### config.mk
export PLATFORM = sky130hd
export DESIGN_NAME = fp_issue_gate
export DESIGN_NICKNAME = d
export VERILOG_FILES = /design/src/rtl/fp_resv_pkg.sv /design/src/rtl/fpr_pattern.sv /design/src/rtl/fpr_collide.sv /design/src/rtl/fpr_window.sv /design/src/rtl/fp_issue_gate.sv
export SDC_FILE = /design/constraint.sdc
export NUM_CORES = 1
export LEC_CHECK = 0
export CELL_PAD_IN_SITES_DETAIL_PLACEMENT = 2
export CELL_PAD_IN_SITES_GLOBAL_PLACEMENT = 2
export CORE_MARGIN = 3
export CORE_UTILIZATION = 25
export CTS_CLUSTER_DIAMETER = 80
export DETAILED_ROUTE_END_ITERATION = 6
export DONT_BUFFER_PORTS = 1
export GPL_TIMING_DRIVEN = 0
export PLACE_DENSITY = 0.53
export RECOVER_POWER = 50
export SLEW_MARGIN = 10
export SYNTH_ARGS = -nofsm -noshare
export SYNTH_HDL_FRONTEND = slang
export SYNTH_HIERARCHICAL = 1
export SYNTH_SLANG_ARGS = --single-unit
### constraint.sdc
create_clock -name clk -period 9.1 [get_ports clk]
set_clock_uncertainty 0.05 [all_clocks]
set_input_delay 0.91 -clock clk [delete_from_list [all_inputs] [get_ports clk]]
set_output_delay 0.91 -clock clk [all_outputs]
set_load 0.01 [all_outputs]
### src/rtl/fp_resv_pkg.sv
package fp_resv_pkg;
  localparam int NUM_STAGES = 8;
  localparam int PAT_LEN    = 36;
  localparam int OP_W       = 3;

  // stage bit positions inside a claim mask
  localparam int ST_U = 0;
  localparam int ST_S = 1;
  localparam int ST_A = 2;
  localparam int ST_R = 3;
  localparam int ST_E = 4;
  localparam int ST_M = 5;
  localparam int ST_N = 6;
  localparam int ST_D = 7;

  typedef enum logic [OP_W-1:0] {
    OP_ADD = 3'd0,
    OP_MUL = 3'd1,
    OP_NEG = 3'd2,
    OP_CMP = 3'd3,
    OP_DIV = 3'd4
  } fp_op_e;

  typedef logic [NUM_STAGES-1:0] stage_mask_t;

  function automatic stage_mask_t st(int s);
    return stage_mask_t'(1) << s;
  endfunction

  function automatic logic op_known(logic [OP_W-1:0] op);
    return op <= OP_DIV;
  endfunction

  // stages claimed by class op, k cycles after its issue
  function automatic stage_mask_t stage_use(logic [OP_W-1:0] op, int k);
    stage_mask_t m;
    m = '0;
    case (op)
      OP_ADD: begin
        if (k == 0) m = st(ST_U);
        else if (k == 1) m = st(ST_S) | st(ST_A);
        else if (k == 2) m = st(ST_A) | st(ST_R);
        else if (k == 3) m = st(ST_R) | st(ST_S);
      end
      OP_MUL: begin
        if (k == 0) m = st(ST_U);
        else if (k == 1) m = st(ST_E) | st(ST_M);
        else if (k >= 2 && k <= 4) m = st(ST_M);
        else if (k == 5) m = st(ST_N);
        else if (k == 6) m = st(ST_N) | st(ST_A);
        else if (k == 7) m = st(ST_R);
      end
      OP_NEG: begin
        if (k == 0) m = st(ST_U);
        else if (k == 1) m = st(ST_S);
      end
      OP_CMP: begin
        if (k == 0) m = st(ST_U);
        else if (k == 1) m = st(ST_A);
        else if (k == 2) m = st(ST_R);
      end
      OP_DIV: begin
        if (k == 0) m = st(ST_U);
        else if (k == 1 || k == 34) m = st(ST_A);
        else if (k == 2 || k == 35) m = st(ST_R);
        else if (k >= 3 && k <= 29) m = st(ST_D);
        else if (k == 30 || k == 32) m = st(ST_D) | st(ST_A);
        else if (k == 31 || k == 33) m = st(ST_D) | st(ST_R);
      end
      default: m = '0;
    endcase
    return m;
  endfunction
endpackage

### src/rtl/fpr_pattern.sv
module fpr_pattern
  import fp_resv_pkg::*;
#(
  parameter int DEPTH = PAT_LEN,
  parameter int NST   = NUM_STAGES
) (
  input  logic [OP_W-1:0]            op,
  output logic [DEPTH-1:0][NST-1:0]  pat
);
  for (genvar i = 0; i < DEPTH; i++) begin : g_row
    assign pat[i] = stage_use(op, i);
  end
endmodule

### src/rtl/fpr_collide.sv
module fpr_collide #(
  parameter int DEPTH = 36,
  parameter int NST   = 8
) (
  input  logic [DEPTH-1:0][NST-1:0] held,
  input  logic [DEPTH-1:0][NST-1:0] want,
  output logic                      hit
);
  logic [DEPTH-1:0] row_hit;

  for (genvar i = 0; i < DEPTH; i++) begin : g_row
    assign row_hit[i] = |(held[i] & want[i]);
  end

  assign hit = |row_hit;
endmodule

### src/rtl/fpr_window.sv
module fpr_window #(
  parameter int DEPTH = 36,
  parameter int NST   = 8
) (
  input  logic                      clk,
  input  logic                      rst_n,
  input  logic                      load,
  input  logic [DEPTH-1:0][NST-1:0] load_pat,
  output logic [DEPTH-1:0][NST-1:0] rows
);
  // row i holds the claims for the cycle i clocks from now
  logic [DEPTH-1:0][NST-1:0] merged;

  assign merged = rows | (load ? load_pat : '0);

  always_ff @(posedge clk) begin
    if (!rst_n) rows <= '0;
    else        rows <= merged >> NST;
  end
endmodule

### src/rtl/fp_issue_gate.sv
module fp_issue_gate
  import fp_resv_pkg::*;
#(
  parameter int DEPTH = PAT_LEN
) (
  input  logic            clk,
  input  logic            rst_n,
  input  logic            req_valid,
  input  logic [OP_W-1:0] req_op,
  output logic            issue,
  output logic            busy
);
  localparam int NST = NUM_STAGES;

  logic [DEPTH-1:0][NST-1:0] want_rows;
  logic [DEPTH-1:0][NST-1:0] held_rows;
  logic                      known_op;
  logic                      collide;
  logic                      live_req;

  fpr_pattern #(.DEPTH(DEPTH), .NST(NST)) u_pat (
    .op  (req_op),
    .pat (want_rows)
  );

  fpr_collide #(.DEPTH(DEPTH), .NST(NST)) u_col (
    .held (held_rows),
    .want (want_rows),
    .hit  (collide)
  );

  assign known_op = op_known(req_op);
  assign live_req = rst_n & req_valid & known_op;
  assign issue    = live_req & ~collide;
  assign busy     = live_req & collide;

  fpr_window #(.DEPTH(DEPTH), .NST(NST)) u_win (
    .clk      (clk),
    .rst_n    (rst_n),
    .load     (issue),
    .load_pat (want_rows),
    .rows     (held_rows)
  );
endmodule

[Word-level counts from Yosys, hierarchy flattened]
Cells that the tools add are included.
Cells by class
  magnitude comparators: 1
  equality and inequality tests: 4
  muxes and demuxes: 14
  bitwise logic cells: 42
  reduce and logical (&&, ||, !) cells: 4
Operator list (count)
  288-bit OR: 1
  288-bit OR reduction: 1
  284-bit 2-to-1 mux: 1
  8-bit bitwise AND: 31
  8-bit one-hot mux with 2 select lines: 4
  8-bit 2-to-1 mux: 3
  6-bit one-hot mux with 4 select lines: 1
  8-bit one-hot mux with 3 select lines: 1
  6-bit one-hot mux with 3 select lines: 1
  8-bit by 6-bit bitwise AND with 8-bit output: 2
  8-bit by 1-bit bitwise AND with 8-bit output: 1
  8-bit by 3-bit bitwise AND with 8-bit output: 1
  8-bit by 4-bit bitwise AND with 8-bit output: 1
  3-bit by 2-bit == test with 1-bit output, second input constant: 2
  5-bit OR reduction: 1
  1-bit bitwise AND: 4
  4-bit 2-to-1 mux: 1
  3-bit by 1-bit == test with 1-bit output, second input constant: 1
  3-bit == test, second input constant: 1
  3-bit less-or-equal comparator, second input constant: 1
  3-bit zero test: 1
  3-bit 2-to-1 mux: 1
  2-bit OR reduction: 1
  1-bit 2-to-1 mux: 1
  1-bit inverter: 1
Word-level totals
  register bits after elaboration: 288
  word-level logic and storage cells: 101

[Logic depth before layout (Yosys ltp)]
Gate-level depths: netlist (run 1).
  word-level depth: 9
  gate-level depth with buffers: 15

[By module]
The synthesis (run 1) kept the hierarchy.
Modules (own cells, without submodules)
  fpr_window: instances 1, cells each 903, area an instance 10214.8 µm²
  fpr_pattern: instances 1, cells each 292, area an instance 2190.9 µm²
  fpr_collide: instances 1, cells each 181, area an instance 1527.7 µm²
  fp_issue_gate: instances 1, cells each 3, area an instance 23.8 µm²

[Worst setup path after synthesis (run 1)]
Ideal clock, no wire load.
  kind: input to output
  start point: input req_op[0]
  end point: output issue
  arrival time: 3.060 ns
  required time: 8.140 ns
  setup slack: 5.080 ns
  stages: 10
  path through: buf_4 nor3b_2 buf_4 a22o_1 a221oi_1 nand4_1 nor4_2 nand4_1 nand4b_1 and4b_1
RTL lines
  from (decl): line fp_issue_gate.sv:9  | input logic [OP_W-1:0] req_op,
  to (decl): line fp_issue_gate.sv:10  | output logic issue,

==> impl_metrics.yaml, run 1 <==
sta:
  layout_worst_path_cycle_share_pct: 59.2
  hold-worst-slack_ps: 443
  worst_slew_margin_rel_pct: 33.6
  post-route-min-period_ps: 5380
  worst-slew-pin-transition_ps: 996
  fmax_ghz: 0.186
  setup_tns_ps: 0
  grt_setup_unrepaired: "false"
  fin_ws_ps: 3720
  finalSetupViolCount: 0
  timing_max_transition_violations_final: 0
  timing_hold_violations_final: 0
routing:
  drc: 0
  met3RoutedLength_mm: 2.00
  drt_first_pass_iters: 4
  maxUsedRoutingLayer: "met4"
  via_per_inst: 4.14
  wire_per_inst_um: 25.1
  drt-total-wl_mm: 61.1
  ant_nets: 0
  drt_first_iter_violations: 402
  wl_met1_mm: 28.0
  vias: 10100
  routed-wl-met2_mm: 29.4
final_layout:
  area_growth_pct: 22.6
  finish.net_count: 1670
  largest_reg_flops: 280
  multi_input_comb_area_um2: 6450
  filler_cell_count: 6058
  layout_top_registers: "u_win/rows: 280 flops"
  mostFrequentLayoutCell: "buf_4"
  layout_common_cells: "288 x buf_4, 280 x dfxtp_1, 243 x conb_1"
  fin_util_pct: 31.4
  layout-drive-gt1-share_pct: 37.0
  max_flop_register: "u_win/rows"
  seq_area_um2: 5610
hold_path:
  hold_removal_path_class: "register to register"
  hold-path-cell-count: 2
placed_design:
  dp_worst_setup_slack_ps: 3370
  detailed_place_hpwl_mm: 47.5
  placement.io_buffers: 0
  gpl.final_weighted_congestion: 0.825
floorplan:
  die_y_um: 242
  die_width_um: 242
  floorplan.io_pins: 8
  core-area_um2: 54600
  start_util_pct: 25.6
  floorplan.rows: 85
  floorplan_die_area_um2: 58700
clocking:
  clk_root_buffer_cell: "clkbuf_16"
  post_cts_resized: 0
  total_cts_buffers: 38
  postCtsSetupBuffers: 0
  cts_hold_buffers: 0
  cts_tree: "done"
  clk_latency_ps: 550
  clk_pin_slew_ps: 50
  ctsLongestPathBuffers: 3
  clock_tree.htree_level_count: 2
  number_of_sinks_driven_by_the_clock_tree: 280
worst_setup_path:
  critical_path_fanout_max: 10
  cp_data_required_time_ps: 8140
  worstRegToRegCells: 11
  worst-endpoint-arrival_ps: 4420
  critical_path.endpoint_type: "output pin"
  critical_path_class: "input port to output pin"
  start_kind: "input port"
grt:
  grt_start_max_net_pins: 12
  grt_first_pass_wirelength_mm: 85.0
  number_of_global_route_vias_before_repair: 11000
  overflow: 0
  grt.total_usage_pct: 20.8
  grt_antenna_before_repair: 6
synth:
  ys.warnings.count: 6
  postSynthAreaPerCell_um2: 10.1
  instance_count_of_the_mapped_netlist: 1379
  netlist_area_um2: 14000
  netlist-cell-type-count: 31
  synth_enable_flop_cells: 0
  synth_seq_area_share_pct: 40.2
  postSynthRegisterBits: 280
  ys.flop_type: "dfxtp_1"
  async_flop_share_pct: 0
pwr:
  ir_drop_mv: 0.102
  power_per_cell_area_nw_per_um2: 185
  leakage_nw: 6.82
run:
  maxCapViolations: 0
run_status:
  run_status: "complete, no violations"
worst max-delay path, stage by stage:
cell and delay, ps:
buf_4 170, nor3b_4 120, buf_8 170, buf_8 150
buf_4 140, a22o_1 240, a221oi_1 540, nand4_1 240
nor4_2 540, nand4_1 270, nand4b_1 460, and4b_1 460
metrics by stage:
step | std cells | area, um^2 | total power [mW]
after global routing | 2427 | 17100 | 3.29
after floorplan | 1620 | 14900 | 1.50
after detailed placement | 2363 | 15900 | 1.57
final | 2429 | 17100 | 3.17
after CTS | 2427 | 17200 | 3.20
after global placement | 2359 | 15800 | 1.57
where the power goes:
part / internal [mW] / switching (mW)
sequential: 1.24 / 0.0143
combinational: 0.140 / 0.170
clock: 1.01 / 0.596
synth_stat cells, types with 2 or more instances:
master,count,area (um^2)
nand3_1,6,30.0
a22o_1,38,333
clkbuf_1,10,37.5
a22oi_1,68,510
nor4_1,5,31.3
and3_1,8,50.1
a221oi_1,20,175
nor3b_2,3,37.5
nor2b_2,45,394
buf_4,289,2170
buf_12,17,340
a21oi_1,84,420
nor3_1,2,10.0
dfxtp_1,280,5610
nand4_1,23,144
buf_8,5,75.1
buf_2,27,135
o21ai_0,3,15.0
a221oi_2,18,270
conb_1,2,7.51
a21oi_2,188,1650
buf_6,2,22.5
nor4_2,2,25.0
nor2b_1,227,1420
area by class of cell:
class | count | share of cell area [%]
Multi-Input combinational cell | 990 | 37.7
Sequential cell | 280 | 32.8
Buffer | 350 | 16.1
Clock buffer | 58 | 6.95
Tap cell | 739 | 5.40
Clock inverter | 6 | 0.761
Timing Repair Buffer | 4 | 0.307
Antenna cell | 2 | 0.0293
per-layer routing:
layer  track usage [%]  vias to the layer above
met4              6.05                        0
met3              2.62                       67
met2              35.5                      128
li1                  -                     4857
met5                 0                        -
met1              27.5                     5011
kinds of logic (layout without fill, tap and decap cells):
| kind of cell | after synthesis | after routing | share of synthesized area (%) |
|---|---|---|---|
| AO/OA/AOI/OAI | 420 | 420 | 24.2 |
| buffers and inverters | 350 | 418 | 19.9 |
| AND/OR/NAND/NOR | 327 | 327 | 15.7 |
| flip-flops | 280 | 280 | 40.2 |
| other | 2 | 245 | 0.0538 |
path summary, 6_finish.rpt:
kind / startpoint / to / slack [ps]
max: req_op[0] / issue / 3720
min: u_win/rows[139]$_SDFF_PN0_ / u_win/rows[131]$_SDFF_PN0_ / 440
min reg2reg: u_win/rows[139]$_SDFF_PN0_ / u_win/rows[131]$_SDFF_PN0_ / 440
max reg2reg: u_win/rows[258]$_SDFF_PN0_ / u_win/rows[51]$_SDFF_PN0_ / 4610
Power figures use the tool's default switching activity.
==> run 2: changes to the inputs <==
--- a/config.mk
+++ b/config.mk
@@ -13,7 +13,7 @@
 export DETAILED_ROUTE_END_ITERATION = 6
 export DONT_BUFFER_PORTS = 1
 export GPL_TIMING_DRIVEN = 0
-export PLACE_DENSITY = 0.53
+export PLACE_DENSITY = 0.54
 export RECOVER_POWER = 50
 export SLEW_MARGIN = 10
 export SYNTH_ARGS = -nofsm -noshare
==> constraint.sdc (replaced) <==
create_clock -name clk -period 4.7 [get_ports clk]
set_clock_uncertainty 0.05 [all_clocks]
set_input_delay 0.47 -clock clk [delete_from_list [all_inputs] [get_ports clk]]
set_output_delay 0.47 -clock clk [all_outputs]
set_load 0.01 [all_outputs]
==> run 2 against run 1 <==
Cell count about the same. Sequential power up 93%. Flip-flop and latch count unchanged. Worst setup slack worse by 3500 ps. Die area unchanged. Critical endpoint is now u_win/rows[5]$_SDFF_PN0_. Largest power group unchanged.
==> impl_metrics.yaml, run 2 (same netlist as run 1, synthesis figures left out) <==
floorplan:
  start_util_pct: 25.6
  core-area_um2: 54600
  die_y_um: 242
  die_width_um: 242
  floorplan.rows: 85
  floorplan_die_area_um2: 58700
  floorplan.io_pins: 8
routing:
  drt-total-wl_mm: 60.6
  via_per_inst: 4.18
  drt_first_pass_iters: 4
  wire_per_inst_um: 25.0
  drt_first_iter_violations: 383
  drc: 0
  vias: 10100
  ant_nets: 0
worst_setup_path:
  critical_path.reg2reg.startpoint: "u_win/rows[10]$_SDFF_PN0_"
  critical_path_fanout_max: 13
  start_kind: "input port"
  critical_path_class: "input port to register"
  critical_path.endpoint_type: "register"
  worst-endpoint-arrival_ps: 4850
  internal_reg_to_reg_setup_slack_ps: 390
  worstRegToRegCells: 12
  cp_data_required_time_ps: 5060
  timing.rr.end: "u_win/rows[5]$_SDFF_PN0_"
final_layout:
  max_flop_register: "u_win/rows"
  layout_top_registers: "u_win/rows: 280 flops"
  area_growth_pct: 21.6
  filler_cell_count: 6124
  mostFrequentLayoutCell: "buf_4"
  layout-drive-gt1-share_pct: 37.3
  layout_common_cells: "288 x buf_4, 280 x dfxtp_1, 243 x conb_1"
  largest_reg_flops: 280
  stdcell_area_um2: 17000
  finish.net_count: 1668
placed_design:
  instance_area_at_placement_um2: 15800
  placement.io_buffers: 0
  detailed_place_hpwl_mm: 47.1
  gpl.final_weighted_congestion: 0.805
clocking:
  postCtsSetupBuffers: 0
  cts_tree: "done"
  number_of_sinks_driven_by_the_clock_tree: 280
  clk_latency_ps: 550
  cts_hold_buffers: 0
  clk_pin_slew_ps: 50
  total_cts_buffers: 37
  clock_tree.htree_level_count: 2
  ctsLongestPathBuffers: 3
  clk_root_buffer_cell: "clkbuf_16"
sta:
  fmax_ghz: 0.223
  timing_hold_violations_final: 0
  worst-slew-pin-transition_ps: 1050
  grt_setup_unrepaired: "false"
  finalSetupViolCount: 0
  layout_worst_path_cycle_share_pct: 95.4
  worst_slew_margin_rel_pct: 30.2
  post-route-min-period_ps: 4480
  timing_max_transition_violations_final: 0
run_status:
  run_status: "complete, no violations"
run:
  maxCapViolations: 0
grt:
  overflow: 0
  grt_antenna_before_repair: 6
  grt_start_max_net_pins: 16
  number_of_global_route_vias_before_repair: 11000
  grt_first_pass_wirelength_mm: 84.0
  grt.total_usage_pct: 20.6
pwr:
  leakage_nw: 6.75
  power_per_cell_area_nw_per_um2: 342
  fin_total_pwr_mw: 5.80
  ir_drop_mv: 0.199
hold_path:
  hold_removal_path_class: "input port to register"
  hold_end: "u_win/rows[10]$_SDFF_PN0_"
  timing.hold.worst.start: "req_op[2]"
  hold-path-cell-count: 3
## run 2: worst max-delay path by stage
stage | startpoint | to | cells past startpoint
after global routing | req_op[0] | u_win/rows[5]$_SDFF_PN0_ | 16
after global placement | req_op[0] | u_win/rows[29]$_SDFF_PN0_ | 14
after detailed placement | req_op[0] | u_win/rows[51]$_SDFF_PN0_ | 15
after floorplan | req_op[0] | u_win/rows[4]$_SDFF_PN0_ | 15
after CTS | req_op[0] | u_win/rows[234]$_SDFF_PN0_ | 16
final | req_op[0] | u_win/rows[5]$_SDFF_PN0_ | 16
## run 2: area by class of cell
| type | count | area (um^2) | share of cell area (%) |
|---|---|---|---|
| antenna | 3 | 7.51 | 0.0442 |
| clock buffer | 55 | 1110 | 6.56 |
| clock inverter | 7 | 38.8 | 0.229 |
| timing repair buffer | 3 | 50.0 | 0.295 |
| tap | 739 | 925 | 5.45 |
| multi-input combinational | 990 | 6480 | 38.2 |
| sequential | 280 | 5610 | 33.0 |
| buffer | 350 | 2750 | 16.2 |
## run 2: per-stage QoR
step           util (%)  hold slack, ps  worst slack, ps  TNS [ps]  cells
2_1_floorplan         -             409             1320         0   1620
3_3_place_gp       28.9             426            -1190    -49540   2359
3_5_place_dp       29.0             436             -575    -10590   2362
4_1_cts            31.2             127             40.2         0   2424
5_1_grt            31.1             155              139         0   2424
6_report           31.1             167              216         0   2427
## run 2: repair_timing
action | 4_1_cts | 5_1_grt
hold endpoints to repair | 0 | 0
resized for setup | 1 | 1
setup endpoints to repair | 1 | 3
## run 2: power by group
| part | switching, mW | internal (mW) |
|---|---|---|
| Sequential | 0.0270 | 2.40 |
| Clock | 1.14 | 1.63 |
| Combinational | 0.330 | 0.271 |
## run 2: critical path, stage by stage
cell and delay, ps:
buf_4 170, nor3b_4 120, buf_8 180, buf_4 150, a22o_1 240, a221oi_4 410
nand4_1 170, nor4_2 610, nand4_1 300, nand4b_1 460, and4b_1 500, buf_6 230
buf_12 200, buf_12 180, a21oi_2 100, nor2b_1 310
## run 2: layer usage
metal	vias to the layer above	global-route usage, %	wire length [um]
met5	-	0	20
met4	4	6.95	1940
met3	69	2.89	2350
met2	125	34.8	28600
met1	5078	27.0	27700
li1	4859	-	-
